`src/rtl/ncl_pkg.sv`:
```
package ncl_pkg;
  // Width of the binary index that one rail group decodes to.
  function automatic int val_width(input int rails);
    return (rails > 2) ? $clog2(rails) : 1;
  endfunction
endpackage

```
`src/rtl/rail_group_decode.sv`:
```
module rail_group_decode #(
  parameter int RAILS = 2,
  parameter int VW    = 1
) (
  input  logic [RAILS-1:0] rails_i,
  output logic             is_null_o,
  output logic             is_data_o,
  output logic             is_multi_o,
  output logic [VW-1:0]    idx_o
);
  int ones;

  always_comb begin
    ones = 0;
    idx_o = '0;
    for (int k = 0; k < RAILS; k++) begin
      if (rails_i[k]) begin
        ones = ones + 1;
        idx_o = idx_o | VW'(k);
      end
    end
  end

  assign is_null_o  = (rails_i == '0);
  assign is_data_o  = (ones == 1);
  assign is_multi_o = (ones > 1);
endmodule

```
`src/rtl/completion_hyst.sv`:
```
module completion_hyst (
  input  logic clk,
  input  logic rst_n,
  input  logic all_data_i,
  input  logic all_null_i,
  output logic complete_o,
  output logic launch_o
);
  logic done_q;

  assign launch_o   = all_data_i & ~done_q;
  assign complete_o = done_q;

  always_ff @(posedge clk) begin
    if (!rst_n)                     done_q <= 1'b0;
    else if (launch_o)              done_q <= 1'b1;
    else if (done_q && all_null_i)  done_q <= 1'b0;
  end
endmodule

```
`src/rtl/rail_bundle_done.sv`:
```
module rail_bundle_done #(
  parameter int NUM_GROUPS = 4,
  parameter int RAILS      = 2
) (
  input  logic                                             clk,
  input  logic                                             rst_n,
  input  logic [NUM_GROUPS*RAILS-1:0]                      rails_i,
  output logic                                             complete_o,
  output logic [NUM_GROUPS*ncl_pkg::val_width(RAILS)-1:0]  value_o,
  output logic                                             error_o
);
  localparam int VW    = ncl_pkg::val_width(RAILS);
  localparam int OUT_W = NUM_GROUPS * VW;

  logic [NUM_GROUPS-1:0] grp_null, grp_data, grp_multi;
  logic [OUT_W-1:0]      idx_flat;
  logic [OUT_W-1:0]      val_q;
  logic                  err_q;
  logic                  launch;
  logic                  done;

  for (genvar g = 0; g < NUM_GROUPS; g++) begin : g_grp
    rail_group_decode #(.RAILS(RAILS), .VW(VW)) u_dec (
      .rails_i   (rails_i[g*RAILS +: RAILS]),
      .is_null_o (grp_null[g]),
      .is_data_o (grp_data[g]),
      .is_multi_o(grp_multi[g]),
      .idx_o     (idx_flat[g*VW +: VW])
    );
  end

  completion_hyst u_hyst (
    .clk       (clk),
    .rst_n     (rst_n),
    .all_data_i(&grp_data),
    .all_null_i(&grp_null),
    .complete_o(done),
    .launch_o  (launch)
  );

  always_ff @(posedge clk) begin
    if (!rst_n) begin
      val_q <= '0;
      err_q <= 1'b0;
    end else begin
      if (launch) val_q <= idx_flat;
      err_q <= err_q | (|grp_multi);
    end
  end

  assign complete_o = done;
  assign value_o    = done ? val_q : '0;
  assign error_o    = err_q;
endmodule

```
`config.mk`:
```
export PLATFORM = sky130hd
export DESIGN_NAME = rail_bundle_done
export DESIGN_NICKNAME = d
export VERILOG_FILES = /design/src/rtl/ncl_pkg.sv /design/src/rtl/rail_group_decode.sv /design/src/rtl/completion_hyst.sv /design/src/rtl/rail_bundle_done.sv
export SDC_FILE = /design/constraint.sdc
export NUM_CORES = 1
export LEC_CHECK = 0
export BUFFER_PORTS_ARGS = -buffer_cell sky130_fd_sc_hd__buf_2
export CAP_MARGIN = 0
export CORE_AREA = 2 2 39 41
export DETAILED_ROUTE_END_ITERATION = 8
export DIE_AREA = 0 0 41 43
export GPL_ROUTABILITY_DRIVEN = 1
export MAX_ROUTING_LAYER = met4
export SLEW_MARGIN = 10
export SYNTH_ARGS = -nofsm -noshare
export SYNTH_HDL_FRONTEND = slang
export SYNTH_SLANG_ARGS = --single-unit
```
`constraint.sdc`:
```
create_clock -name clk -period 3.15 [get_ports clk]
set_clock_uncertainty 0.1 [all_clocks]
set_input_delay 0.7875 -clock clk [delete_from_list [all_inputs] [get_ports clk]]
set_output_delay 0.7875 -clock clk [all_outputs]
set_load 0.005 [all_outputs]
```
==> out/results.md <==
| Metric | This run | Unit |
|:---|:---|:---|
| RSZ-0062 raised after global routing | false | - |
| Hold Path Depth | 2 | - |
| Post-route antenna net violation count | 0 | - |
| Worst-margin pin slew | 0.3458 | ns |
| Number of standard cells after synthesis | 46 | - |
| Yosys warning total | 0 | - |
| Synth area leaders | dfxtp_1 30%, ha_1 25%, mux2i_1 10% | - |
| Reg power frac | 44.4 | % |
| Areal power density over the cells | 364.0 | nW/um^2 |
| Number of hold violations in the final report | 0 | - |
| Number of gates resized after cts | 0 | - |
| Clock tree buffer depth | 2 | - |
| Initial standard-cell utilization of the core | 28.66 | % |
| Most frequently used cell type in the post-synthesis netlist | inv_1 | - |
| Die area | 1763 | um^2 |
| Number of nets at the end of the flow | 83 | - |
| Core footprint | 1384 | um^2 |
| DRC violation count after routing | 0 | - |
| Clock latency of the later-clocked register in the worst-skew pair | 0.25 | ns |
| Highest Clock Rate | 0.5413 | GHz |
| Pin count of the biggest net entering global routing | 11 | - |
| Worst-case register-to-register setup slack | 2.06 | ns |
| Critical path type | flip-flop to output pin | - |
| Number of detailed-routing iterations run before antenna repair | 4 | - |
| VDD IR-drop max | 0.2284 | mV |
| Hold Buf Count CTS | 0 | - |
| Path type of the worst min-delay path | flip-flop to flip-flop | - |
| Number of antenna cells inserted | 0 | - |
| Hold path start | val_q[0] | - |
| Critical-path maximum fanout | 7 | - |
| Core occupancy in the finished layout | 36.89 | % |
| GRT Residual Overflow | 0 | - |
| Cts bufs inserted | 3 | - |
| Worst hold slack | 0.3524 | ns |
| Final period demand of the worst path | 1.847 | ns |
| Max-slew violations | 0 | - |
| Antenna violations before repair | 0 | - |
| Switching component of the power | 0.04877 | mW |
| Number of distinct standard cells referenced by the synthesized netlist | 12 | - |
| HPWL reported at the end of detailed placement | 646 | um |
| Num Clock Sinks | 6 | - |
| Number of placed instances, taps included | 76 | - |
| Horizontal die dimension | 41 | um |
| Total number of vias | 349 | - |
| Number of max-cap violations | 0 | - |
| Per-instance average area after synthesis | 8.622 | um^2 |
| Compound-cell area share of the yosys netlist | 5.994 | % |
| Maximum level of the CTS H-tree | 1 | - |
| Post-CTS setup buffers | 0 | - |
| Iteration-0 DRC count of the detailed router | 16 | - |
| Setup violation total in the final timing report | 0 | - |
| Cell taking the most area after synthesis | dfxtp_1 | - |
| Number of enable flip-flop cells after synthesis | 0 | - |
| TritonCTS clock tree | done | - |
| Rel. slew slack | 76.92 | % |
| Area growth syn-to-layout | 28.71 | % |
| Syn Nets | 64 | - |
| Total power | 0.1858 | mW |
| Endpoint class of the critical path | output pin | - |
| Proportion of synthesized chip area in sequential cells | 30.28 | % |
| List of most frequent post-synthesis cells | 9 x inv_1, 8 x ha_1, 8 x nand2_1, 6 x dfxtp_1 | - |
| Layout Cells excl Fill | 79 | - |
| Wire length reported by the detailed router | 803 | um |
| Required time at the endpoint of the critical path | 2.26 | ns |
| # rows | 14 | - |
| Number of port buffers | 15 | - |
| Post-detailed-route wirelength per cell | 10.16 | um |
| Final Cycle Share | 58.64 | % |
| Routed vias/inst | 4.418 | - |
| Clock power share | 40.0 | % |
| Overall track demand over capacity in global routing | 12.37 | % |
| Crit start category | flip-flop | - |
| Int Power | 0.1370 | mW |
| Startpoint of the most critical register-to-register path | u_hyst.complete_o | - |
| Fraction of power spent switching nets | 26.25 | % |
| Run status | complete, no violations | - |
| Worst min-delay path endpoint | val_q[0] | - |
| Routability congestion estimate from global placement | 0.7692 | - |
| FFs w/ async S/R, synth | 0 | % |
| Terminus of the critical flop-to-flop path | val_q[1] | - |
| Multiplexer share of the synthesized area | 10.09 | % |
| Area share of the largest cell type after synthesis | 30.28 | % |
| Vias in the first global route | 364 | - |
| Netlist area before placement | 396.6 | um^2 |
| Combinational family with the most area after synthesis | adder cells | - |
| First-pass GRT wire length | 1.373 | mm |
| Die Height | 43 | um |
| Synthesized-area fraction occupied by adder cells | 25.24 | % |
| Layout cells sized above 1 | 30.16 | % |
| Fill cell count | 148 | - |
| Root Driver | clkbuf_4 | - |
| Synth Area in XOR/XNOR | 0 | % |
| Setup Total Neg Slack | 0 | ns |
| Standby leakage power | 0.2817 | nW |
| Main synth FF type | dfxtp_1 | - |
| Yosys reg bits | 6 | - |
| Fraction of the mapped netlist area in simple logic gates | 18.93 | % |
| Number of top-level pins | 16 | - |
| Length in cells of the worst reg-to-reg path | 2 | - |
| Clock-pin slew of the registers on the worst-case setup and hold paths | 0.05 | ns |
| Relative contribution of combinational cells to total power | 15.6 | % |
| Arrival time of the worst setup path | 0.96 | ns |
-- worst max-delay path: stages, from the launching register on --
cell	delay (ns)
dfxtp_1	0.44
and2_1	0.16
buf_2	0.10
-- stage by stage --
| step | instance area (um^2) | setup WS (ns) |
|---|---|---|
| 2_1_floorplan | 396.6 | 1.318 |
| 3_3_place_gp | 488.0 | 1.169 |
| 3_5_place_dp | 488.0 | 1.137 |
| 4_1_cts | 510.5 | 1.299 |
| 5_1_grt | 510.5 | 1.243 |
| 6_report | 510.5 | 1.303 |
-- flip-flops by register name, summed over array words and instances, names as in the netlist --
name / flops
u_hyst.complete_o: 1
val_q: 4
error_o: 1
-- power by group through the flow --
stage	clock [mW]	combinational, mW	sequential (mW)
6_report	0.0744	0.0289	0.0825
2_1_floorplan	0	0.0155	0.0833
3_3_place_gp	0	0.0284	0.0839
4_1_cts	0.0757	0.0295	0.0826
5_1_grt	0.0798	0.0331	0.0829
3_5_place_dp	0	0.0293	0.0839
-- worst max-delay path by stage --
| stage | from | endpoint | slack, ns |
|---|---|---|---|
| 2_1_floorplan | rails_i[0] | error_o | 1.32 |
| 3_3_place_gp | rails_i[5] | val_q[0] | 1.17 |
| 3_5_place_dp | rails_i[5] | val_q[1] | 1.14 |
| 4_1_cts | u_hyst.complete_o | value_o[0] | 1.30 |
| 5_1_grt | u_hyst.complete_o | value_o[2] | 1.24 |
| 6_report | u_hyst.complete_o | value_o[0] | 1.30 |
-- cells by family after synthesis --
group,count (synthesis)
mux,4
buf+inv,10
simple gates,15
fa+ha+maj,8
flops,6
compound gates,3
-- cell type report --
class | count | area, um^2 | area share [%]
Clock buffer | 3 | 22.52 | 4.412
Inverter | 9 | 33.78 | 6.618
Multi-Input combinational cell | 30 | 239.0 | 46.81
Sequential cell | 6 | 120.1 | 23.53
Tap cell | 16 | 20.02 | 3.922
Timing Repair Buffer | 15 | 75.07 | 14.71
-- per-layer routing --
layer	GRT usage [%]	wire length (um)
met1	13.27	371
met2	18.13	367
met3	7.853	57
met4	4.000	7
met5	-	0
-- layout by cell type (no fill, tap or decap) --
master and instances:
o21a_1 2, nand4_1 1, nand2_1 8, inv_1 9, dfxtp_1 6, nor2_2 1, ha_1 8, and2_1 4
buf_2 15, or4_1 1, a41oi_1 1, mux2i_1 4, clkbuf_4 3
Power figures use the tool's default switching activity.
